## src/rtl/scsi_ctl_pkg.sv

```systemverilog
package scsi_ctl_pkg;

   localparam int REG_W = 8;

   typedef enum logic [3:0] {
      OP_NOP, OP_FLUSH, OP_CHIPRST, OP_BUSRST, OP_XFER, OP_ICCS, OP_MSGACC,
      OP_PAD, OP_SEL, OP_SELATN, OP_SELSTOP, OP_ENSEL, OP_DISSEL, OP_NONE
   } cmd_op_e;

   typedef struct packed {
      logic    known;
      logic    dma;
      cmd_op_e op;
   } cmd_act_t;

   // operation codes in bits 6:0 of the command byte, DMA flag in bit 7
   localparam int          DMA_FLAG_BIT = 7;
   localparam logic [6:0] CODE_NOP     = 7'h00;
   localparam logic [6:0] CODE_FLUSH   = 7'h01;
   localparam logic [6:0] CODE_CHIPRST = 7'h02;
   localparam logic [6:0] CODE_BUSRST  = 7'h03;
   localparam logic [6:0] CODE_XFER    = 7'h10;
   localparam logic [6:0] CODE_ICCS    = 7'h11;
   localparam logic [6:0] CODE_MSGACC  = 7'h12;
   localparam logic [6:0] CODE_PAD     = 7'h18;
   localparam logic [6:0] CODE_SEL     = 7'h41;
   localparam logic [6:0] CODE_SELATN  = 7'h42;
   localparam logic [6:0] CODE_SELSTOP = 7'h43;
   localparam logic [6:0] CODE_ENSEL   = 7'h44;
   localparam logic [6:0] CODE_DISSEL  = 7'h45;

   // status byte fields
   localparam int          ST_INT      = 7;
   localparam int          ST_TC       = 4;
   localparam logic [2:0] PH_MSG_IN   = 3'b111;

   // interrupt-cause codes
   localparam logic [REG_W-1:0] IC_FUNC_DONE = 8'h08;
   localparam logic [REG_W-1:0] IC_DISCONN   = 8'h20;
   localparam logic [REG_W-1:0] IC_BUS_RESET = 8'h80;

   localparam logic [REG_W-1:0] FLAGS_STATUS_PAIR = 8'h02;

endpackage

```

## src/rtl/scsi_cmd_decode.sv

```systemverilog
module scsi_cmd_decode
   import scsi_ctl_pkg::*;
(
   input  logic [REG_W-1:0] cmd_byte,
   output cmd_act_t         act
);

   logic [6:0] code;
   assign code = cmd_byte[6:0];

   always_comb begin
      act.dma   = cmd_byte[DMA_FLAG_BIT];
      act.known = 1'b1;
      case (code)
         CODE_NOP:     act.op = OP_NOP;
         CODE_FLUSH:   act.op = OP_FLUSH;
         CODE_CHIPRST: act.op = OP_CHIPRST;
         CODE_BUSRST:  act.op = OP_BUSRST;
         CODE_XFER:    act.op = OP_XFER;
         CODE_ICCS:    act.op = OP_ICCS;
         CODE_MSGACC:  act.op = OP_MSGACC;
         CODE_PAD:     act.op = OP_PAD;
         CODE_SEL:     act.op = OP_SEL;
         CODE_SELATN:  act.op = OP_SELATN;
         CODE_SELSTOP: act.op = OP_SELSTOP;
         CODE_ENSEL:   act.op = OP_ENSEL;
         CODE_DISSEL:  act.op = OP_DISSEL;
         default: begin
            act.op    = OP_NONE;
            act.known = 1'b0;
         end
      endcase
   end

endmodule

```

## src/rtl/scsi_xfer_count.sv

```systemverilog
module scsi_xfer_count #(
   parameter int BYTES = 3,
   parameter int W     = 8
) (
   input  logic                       clk,
   input  logic                       rst_n,
   input  logic                       clear,
   input  logic [BYTES-1:0]           wr_sel,
   input  logic [W-1:0]               wdata,
   input  logic                       reload,
   output logic [BYTES-1:0][W-1:0]    rd_val
);

   for (genvar g = 0; g < BYTES; g++) begin : g_byte
      logic [W-1:0] staged_q;
      logic [W-1:0] live_q;

      always_ff @(posedge clk or negedge rst_n) begin
         if (!rst_n) begin
            staged_q <= '0;
            live_q   <= '0;
         end else if (clear) begin
            staged_q <= '0;
            live_q   <= '0;
         end else begin
            if (wr_sel[g]) staged_q <= wdata;
            if (reload)    live_q   <= staged_q;
         end
      end

      assign rd_val[g] = live_q;
   end

endmodule

```

## src/rtl/scsi_irq_line.sv

```systemverilog
module scsi_irq_line (
   input  logic clk,
   input  logic rst_n,
   input  logic clear,
   input  logic raise,
   input  logic lower,
   output logic irq
);

   logic line_q;

   always_ff @(posedge clk or negedge rst_n) begin
      if (!rst_n)              line_q <= 1'b0;
      else if (clear || lower) line_q <= 1'b0;
      else if (raise)          line_q <= 1'b1;
   end

   assign irq = line_q;

endmodule

```

## src/rtl/scsi_cmd_regs.sv

```systemverilog
module scsi_cmd_regs
   import scsi_ctl_pkg::*;
#(
   parameter int               ADDR_W      = 4,
   parameter int               CNT_BYTES   = 3,
   parameter int               CFG_REGS    = 3,
   parameter logic [REG_W-1:0] CFG1_INIT   = 8'h07,
   parameter logic [REG_W-1:0] SEQ_DONE    = 8'h04,
   parameter int               RPT_OFF_BIT = 6
) (
   input  logic              clk,
   input  logic              rst_n,
   input  logic [ADDR_W-1:0] addr,
   input  logic              wr_en,
   input  logic [REG_W-1:0]  wr_data,
   input  logic              rd_en,
   output logic [REG_W-1:0]  rd_data,
   output logic              irq,
   output logic              dma_mode,
   output logic [REG_W-1:0]  bus_id_cfg,
   output logic [REG_W-1:0]  sync_period,
   output logic [REG_W-1:0]  sync_offset,
   output logic [2:0]        sel_go,
   output logic              xfer_go
);

   localparam int TOP_ADDR = CNT_BYTES + 5 + CFG_REGS;
   localparam logic [ADDR_W-1:0] A_CMD   = ADDR_W'(CNT_BYTES);
   localparam logic [ADDR_W-1:0] A_STAT  = ADDR_W'(CNT_BYTES + 1);
   localparam logic [ADDR_W-1:0] A_INTR  = ADDR_W'(CNT_BYTES + 2);
   localparam logic [ADDR_W-1:0] A_SEQ   = ADDR_W'(CNT_BYTES + 3);
   localparam logic [ADDR_W-1:0] A_FLAGS = ADDR_W'(CNT_BYTES + 4);
   localparam int                CFG_BASE = CNT_BYTES + 5;
   // write-side aliases of the status, interrupt and sequence addresses
   localparam logic [ADDR_W-1:0] A_BUSID = A_STAT;
   localparam logic [ADDR_W-1:0] A_SYNCP = A_INTR;
   localparam logic [ADDR_W-1:0] A_SYNCO = A_SEQ;

   if (CNT_BYTES < 1 || CNT_BYTES > 4) begin : g_bad_cnt
      $error("CNT_BYTES must be 1..4");
   end
   if (CFG_REGS < 1 || CFG_REGS > 4) begin : g_bad_cfg
      $error("CFG_REGS must be 1..4");
   end
   if (TOP_ADDR > (1 << ADDR_W)) begin : g_bad_addr
      $error("ADDR_W too narrow for the register map");
   end
   if (RPT_OFF_BIT < 0 || RPT_OFF_BIT >= REG_W) begin : g_bad_bit
      $error("RPT_OFF_BIT outside the config byte");
   end

   // ---------------- access decode ----------------
   cmd_act_t act;
   logic     wr_cmd, go, soft_rst, rd_intr, reload;
   logic [CNT_BYTES-1:0] cnt_wr;

   scsi_cmd_decode u_dec (.cmd_byte(wr_data), .act(act));

   assign wr_cmd   = wr_en && (addr == A_CMD);
   assign go       = wr_cmd && act.known;
   assign soft_rst = go && (act.op == OP_CHIPRST);
   assign rd_intr  = rd_en && !wr_en && (addr == A_INTR);
   assign reload   = go && act.dma && !soft_rst;

   for (genvar c = 0; c < CNT_BYTES; c++) begin : g_cnt_sel
      assign cnt_wr[c] = wr_en && (addr == ADDR_W'(c));
   end

   // ---------------- transfer counter ----------------
   logic [CNT_BYTES-1:0][REG_W-1:0] cnt_rd;

   scsi_xfer_count #(.BYTES(CNT_BYTES), .W(REG_W)) u_cnt (
      .clk(clk), .rst_n(rst_n), .clear(soft_rst), .wr_sel(cnt_wr),
      .wdata(wr_data), .reload(reload), .rd_val(cnt_rd)
   );

   // ---------------- register state ----------------
   logic [REG_W-1:0] stat_q, intr_q, seq_q, flags_q, cmd_q;
   logic [REG_W-1:0] stat_n, intr_n, seq_n, flags_n;
   logic [REG_W-1:0] busid_q, syncp_q, synco_q;
   logic             dma_q, rpt_off_q;
   logic [2:0]       sel_go_q;
   logic             xfer_go_q;
   logic             raise, lower;
   logic [CFG_REGS-1:0][REG_W-1:0] cfg_q;

   always_comb begin
      stat_n  = stat_q;
      intr_n  = intr_q;
      seq_n   = seq_q;
      flags_n = flags_q;
      raise   = 1'b0;
      lower   = 1'b0;
      if (|cnt_wr) stat_n[ST_TC] = 1'b0;
      if (rd_intr) begin
         intr_n        = '0;
         stat_n[ST_TC] = 1'b0;
         seq_n         = SEQ_DONE;
         lower         = 1'b1;
      end
      if (go) begin
         case (act.op)
            OP_FLUSH: begin
               intr_n  = IC_FUNC_DONE;
               seq_n   = '0;
               flags_n = '0;
            end
            OP_BUSRST: begin
               intr_n = IC_BUS_RESET;
               raise  = !rpt_off_q;
            end
            OP_ICCS: begin
               flags_n     = FLAGS_STATUS_PAIR;
               stat_n[2:0] = PH_MSG_IN;
               intr_n      = IC_FUNC_DONE;
               raise       = 1'b1;
            end
            OP_MSGACC: begin
               intr_n  = IC_DISCONN;
               seq_n   = '0;
               flags_n = '0;
               raise   = 1'b1;
            end
            OP_PAD: begin
               stat_n         = '0;
               stat_n[ST_INT] = stat_q[ST_INT];
               stat_n[ST_TC]  = 1'b1;
               intr_n         = IC_FUNC_DONE;
               seq_n          = '0;
            end
            OP_ENSEL:  intr_n = '0;
            OP_DISSEL: begin
               intr_n = '0;
               raise  = 1'b1;
            end
            default: ;
         endcase
      end
      if (raise) stat_n[ST_INT] = 1'b1;
      if (lower) stat_n[ST_INT] = 1'b0;
   end

   always_ff @(posedge clk or negedge rst_n) begin
      if (!rst_n) begin
         stat_q <= '0; intr_q <= '0; seq_q <= '0; flags_q <= '0; cmd_q <= '0;
         busid_q <= '0; syncp_q <= '0; synco_q <= '0;
         dma_q <= 1'b0; rpt_off_q <= 1'b0; sel_go_q <= '0; xfer_go_q <= 1'b0;
      end else if (soft_rst) begin
         stat_q <= '0; intr_q <= '0; seq_q <= '0; flags_q <= '0; cmd_q <= '0;
         busid_q <= '0; syncp_q <= '0; synco_q <= '0;
         dma_q <= 1'b0; rpt_off_q <= 1'b0; sel_go_q <= '0; xfer_go_q <= 1'b0;
      end else begin
         stat_q  <= stat_n;
         intr_q  <= intr_n;
         seq_q   <= seq_n;
         flags_q <= flags_n;
         if (go) begin
            cmd_q <= wr_data;
            dma_q <= act.dma;
         end
         if (wr_en && addr == A_BUSID) busid_q <= wr_data;
         if (wr_en && addr == A_SYNCP) syncp_q <= wr_data;
         if (wr_en && addr == A_SYNCO) synco_q <= wr_data;
         if (wr_en && addr == ADDR_W'(CFG_BASE)) rpt_off_q <= wr_data[RPT_OFF_BIT];
         sel_go_q  <= {go && act.op == OP_SELSTOP, go && act.op == OP_SELATN,
                       go && act.op == OP_SEL};
         xfer_go_q <= go && act.op == OP_XFER;
      end
   end

   for (genvar k = 0; k < CFG_REGS; k++) begin : g_cfg
      localparam logic [REG_W-1:0] INIT = (k == 0) ? CFG1_INIT : '0;
      always_ff @(posedge clk or negedge rst_n) begin
         if (!rst_n)        cfg_q[k] <= INIT;
         else if (soft_rst) cfg_q[k] <= INIT;
         else if (wr_en && addr == ADDR_W'(CFG_BASE + k)) cfg_q[k] <= wr_data;
      end
   end

   scsi_irq_line u_irq (
      .clk(clk), .rst_n(rst_n), .clear(soft_rst),
      .raise(raise), .lower(lower), .irq(irq)
   );

   // ---------------- read mux ----------------
   always_comb begin
      rd_data = '0;
      for (int i = 0; i < CNT_BYTES; i++)
         if (addr == ADDR_W'(i)) rd_data = cnt_rd[i];
      for (int i = 0; i < CFG_REGS; i++)
         if (addr == ADDR_W'(CFG_BASE + i)) rd_data = cfg_q[i];
      if (addr == A_CMD)   rd_data = cmd_q;
      if (addr == A_STAT)  rd_data = stat_q;
      if (addr == A_INTR)  rd_data = intr_q;
      if (addr == A_SEQ)   rd_data = seq_q;
      if (addr == A_FLAGS) rd_data = flags_q;
   end

   assign dma_mode    = dma_q;
   assign bus_id_cfg  = busid_q;
   assign sync_period = syncp_q;
   assign sync_offset = synco_q;
   assign sel_go      = sel_go_q;
   assign xfer_go     = xfer_go_q;

   // ---------------- assertions ----------------
   assert_irq_follows_int_R1: assert property (@(posedge clk) disable iff (!rst_n)
      irq == stat_q[ST_INT]);

   assert_intr_read_clears_R2: assert property (@(posedge clk) disable iff (!rst_n)
      rd_intr |=> (intr_q == '0) && (seq_q == SEQ_DONE) && !irq);

   assert_dma_flag_sets_mode_R3: assert property (@(posedge clk) disable iff (!rst_n)
      (go && act.dma && !soft_rst) |=> dma_mode);

   assert_flush_keeps_line_R4: assert property (@(posedge clk) disable iff (!rst_n)
      (go && act.op == OP_FLUSH) |=> (irq == $past(irq)) && (intr_q == IC_FUNC_DONE));

   assert_masked_bus_reset_R5: assert property (@(posedge clk) disable iff (!rst_n)
      (go && act.op == OP_BUSRST && rpt_off_q) |=> (irq == $past(irq)));

   assert_chip_reset_state_R6: assert property (@(posedge clk) disable iff (!rst_n)
      soft_rst |=> (cfg_q[0] == CFG1_INIT) && !dma_mode && !irq && (stat_q == '0));

   assert_msg_accept_raises_R7: assert property (@(posedge clk) disable iff (!rst_n)
      (go && act.op == OP_MSGACC) |=> irq && (intr_q == IC_DISCONN));

   assert_busid_loads_R12: assert property (@(posedge clk) disable iff (!rst_n)
      (wr_en && addr == A_BUSID) |=> bus_id_cfg == $past(wr_data));

   assert_one_start_pulse_R13: assert property (@(posedge clk) disable iff (!rst_n)
      $onehot0({sel_go, xfer_go}));

   assert_unknown_no_change_R14: assert property (@(posedge clk) disable iff (!rst_n)
      (wr_cmd && !act.known) |=> $stable(stat_q) && $stable(intr_q) && $stable(dma_q)
                                 && $stable(cmd_q) && $stable(irq));

endmodule

```

## config.mk

```make
export PLATFORM = sky130hd
export DESIGN_NAME = scsi_cmd_regs
export DESIGN_NICKNAME = d
export VERILOG_FILES = /design/src/rtl/scsi_ctl_pkg.sv /design/src/rtl/scsi_cmd_decode.sv /design/src/rtl/scsi_xfer_count.sv /design/src/rtl/scsi_irq_line.sv /design/src/rtl/scsi_cmd_regs.sv
export SDC_FILE = /design/constraint.sdc
export NUM_CORES = 1
export LEC_CHECK = 0
export BUFFER_PORTS_ARGS = -buffer_cell sky130_fd_sc_hd__buf_4
export CAP_MARGIN = 40
export CORE_UTILIZATION = 31
export DETAILED_ROUTE_END_ITERATION = 6
export SLEW_MARGIN = 20
export SYNTH_ARGS = -nofsm -noshare
export SYNTH_HDL_FRONTEND = slang
export SYNTH_SLANG_ARGS = --single-unit
```

## constraint.sdc

```tcl
create_clock -name clk -period 1.95 [get_ports clk]
set_input_delay 0.195 -clock clk [delete_from_list [all_inputs] [get_ports clk]]
set_output_delay 0.195 -clock clk [all_outputs]
set_load 0.01 [all_outputs]
```

==> reports/results.txt <==
Status: completed
Comb power frac: 13.7%
Via density: 5.16
Post-DP HPWL: 13.4 mm
Reg power frac: 41.9%
Root cell of the clock tree: clkbuf_16
Syn Nets: 739
Setup violations, final: 0
CP arrival: 1750 ps
CP Data Required Time: 1750 ps
Final slew viol count: 0
Mapped Area: 6330 um^2
Finished Layout Cells: 1,094
CTS Buffer Depth: 2
Antenna violations before repair: 0
LEAKAGE: 3.70 nW
Tot GR Track Use: 19.4%
Post-synthesis cell count: 723
Vias: 5,645
Congestion Overflow GR: 0
Clk sink count: 129
Register area share after synthesis: 51.0%
Post-route ant nets: 0
Internal: 5.71 mW
Syn. warnings: 0
Top cells by count, synth: nand2_1 (175), dfrtp_1 (126), o21ai_0 (56)
DRT Pass-1 Iters: 6
Total negative slack: 0 ps
Ys async rst share: 100%
Yosys top cell by area: dfrtp_1
Worst slew margin: 55.5%
Min Tclk post-route: 1950 ps
Slowest cell on crit path: dfrtp_1
Port bufs: 53
CTS tree: built
RSZ-0062 raised after global routing: yes
# diodes: 0
Critical Path Sink Type: primary output
Number of synthesized flops with an enable pin: 0
Area Growth Syn to Fin: 29.1%
Placed insts: 1,060
Share of the synthesized area in the top cell type: 49.8%
Number of synthesized register bits: 129
Placer Congestion: 0.860
Placed cell area: 7500 um^2
Layout cells sized above 1: 23.5%
First-pass GRT wire length: 31.6 mm
Net Sw Frac: 26.3%
Routed WL: 19.6 mm
Worst Path Buf+Inv: 1
Routed wire length per instance: 17.9 um
WS Path Type: flop to primary output
HP Class: input pin to flop
Fin area: 8180 um^2
Cell with the most instances after synthesis: nand2_1
DRC viols: 0
DIE HEIGHT: 145 um
Crit path largest cell delay: 400 ps
Psw: 2.03 mW
Worst skew pair latency: 430 ps
H-tree depth: 4
Max-Cap Viols: 0
Synth area leaders: dfrtp_1 (50%), nand2_1 (10%), mux2i_1 (4.6%)
Final Hold Fails: 0
Count of different cell masters after synthesis: 57
VDD IR max: 0.495 mV
Core area: 19,700 um^2
Hold WS: 125 ps
Synthesized area per cell: 8.76 um^2
Footprint of the multi-input gates: 2870 um^2
Worst setup SP type: flop
Initial core utilization: 32.1%
Fin Clk Skew: 6.29 ps
Largest net degree at the start of global routing: 43
Clock slew at reported path FFs: 60 ps
Vias in the first global route: 5,472
Critical Path Fanout Max: 2
Ports: 54
Pwr Density: 946 nW/um^2
Layout Nets: 832
Max Freq: 514 MHz
Die Span X: 145 um
Worst path cell trace: mux2i_2 > o21ai_2 > a221oi_2 > o22ai_1 > buf_4
FILL cells: 1,960
DR iter-0 viols: 420
Kind of cell adding the most delay to the critical path: compound AO/OA/AOI/OAI gates
Number of core rows: 51
Fin crit share: 99.7%
Top FF cell, synth: dfrtp_1
Register Area: 3230 um^2
Worst slack, placed: -29.0 ps
Worst setup margin: 4.90 ps
Clk network pwr share: 44.4%
Least-Margin Pin Slew: 657 ps
TritonCTS buffer count: 17
Die area: 21,000 um^2
-- power groups by stage --
stage,Sequential [mW],Clock (mW),Combinational (mW)
after global placement,3.28,0,1.03
after detailed placement,3.28,0,1.05
after floorplan,3.28,0,0.508
after global routing,3.28,3.57,1.18
final,3.24,3.44,1.06
after CTS,3.24,3.47,1.07
-- cell usage in the layout (no fill, tap or decap), types with 3 or more instances in the layout --
master     synthesis  layout
nand4b_1           3       3
dfrtp_1          126     126
o21a_1             3       3
nor3b_1            5       5
bufinv_16          0       4
buf_12             0       5
dfstp_2            3       3
clkbuf_16          0      17
mux2_2             4       4
mux2i_1           29      28
inv_1              3       3
nand3b_1           3       3
inv_6              0       3
nor2_1            35      35
nor3_1            20      19
buf_4              3     133
nand2b_1           4       4
nand3_1           54      54
nor4bb_1           3       3
o22ai_1            6       5
or3_1              4       3
nand2_1          175     175
a22oi_1            5       5
a31oi_1            5       5
and3_1             5       5
o21ai_0           56      51
a21oi_1           51      50
nor2b_1           11      10
a32oi_1            4       4
clkbuf_1          52       3
o21ai_1            0       4
-- final timing paths --
path / startpoint / to / slack (ps) / cells past startpoint
setup reg to reg: cfg_q[6] / u_irq.irq / 700 / 2
hold reg to reg: sync_offset[5] / sync_offset[5] / 490 / 2
min in group asynchronous: rst_n / stat_q[7] / 270 / 2
hold / removal: wr_data[4] / sel_go[0] / 130 / 3
setup / recovery: u_cnt.g_byte[0].live_q[2] / rd_data[2] / 5 / 5
max in group asynchronous: rst_n / cfg_q[2] / 990 / 3
-- registers in the layout, indices dropped and copies added, names as in the netlist --
| name | cells |
|---|---|
| u_cnt.g_byte.staged_q | 24 |
| cmd_q | 8 |
| seq_q | 8 |
| sel_go | 3 |
| u_irq.irq | 1 |
| intr_q | 8 |
| stat_q | 3 |
| sync_period | 8 |
| xfer_go | 1 |
| bus_id_cfg | 8 |
| u_cnt.g_byte.live_q | 24 |
| flags_q | 1 |
| cfg_q | 24 |
| sync_offset | 8 |
-- worst min-delay path, stage by stage --
cell and delay (ps):
buf_4 110, nand4b_1 150, nor2_1 50
-- through the flow --
stage,total power [mW],util [%]
6_report,7.74,41.5
5_1_grt,8.04,41.5
4_1_cts,7.78,41.4
3_5_place_dp,4.33,38.0
3_3_place_gp,4.31,38.0
2_1_floorplan,3.79,-
-- repair_timing --
action                     in CTS  in global routing
setup endpoints to repair       2                  6
hold buffers                    1                  0
gates resized for setup         4                  8
cloned                          0                  0
pin swaps                       4                  5
buffers inserted                1                  0
hold endpoints to repair       31                  0
-- cells by family after synthesis --
logic type	after synthesis	share of synthesized area, %
buffers and inverters	68	4.33
xor gates and xnor gates	3	0.415
muxes	33	5.29
DFF	129	51.0
AOI/OAI and AO/OA	150	13.9
and+or+nand+nor	339	24.9
adders and majority gates	1	0.158
-- per-layer routing --
metal  up-vias  share of wire (%)  GRT usage (%)
met2       150                 47           29.4
met3        28                4.3           3.40
met5         -                  0              0
met1      2789                 47           27.5
met4         0                1.9           7.13
li1       2678                  -              -
-- area by class of cell --
type                            count  area share [%]
Clock buffer                       21            5.51
Clock inverter                     11            2.19
Inverter                            3           0.138
Multi-Input combinational cell    526            35.0
Sequential cell                   129            39.5
Tap cell                          265            4.05
Timing Repair Buffer              139            13.6
Power figures use the tool's default switching activity.
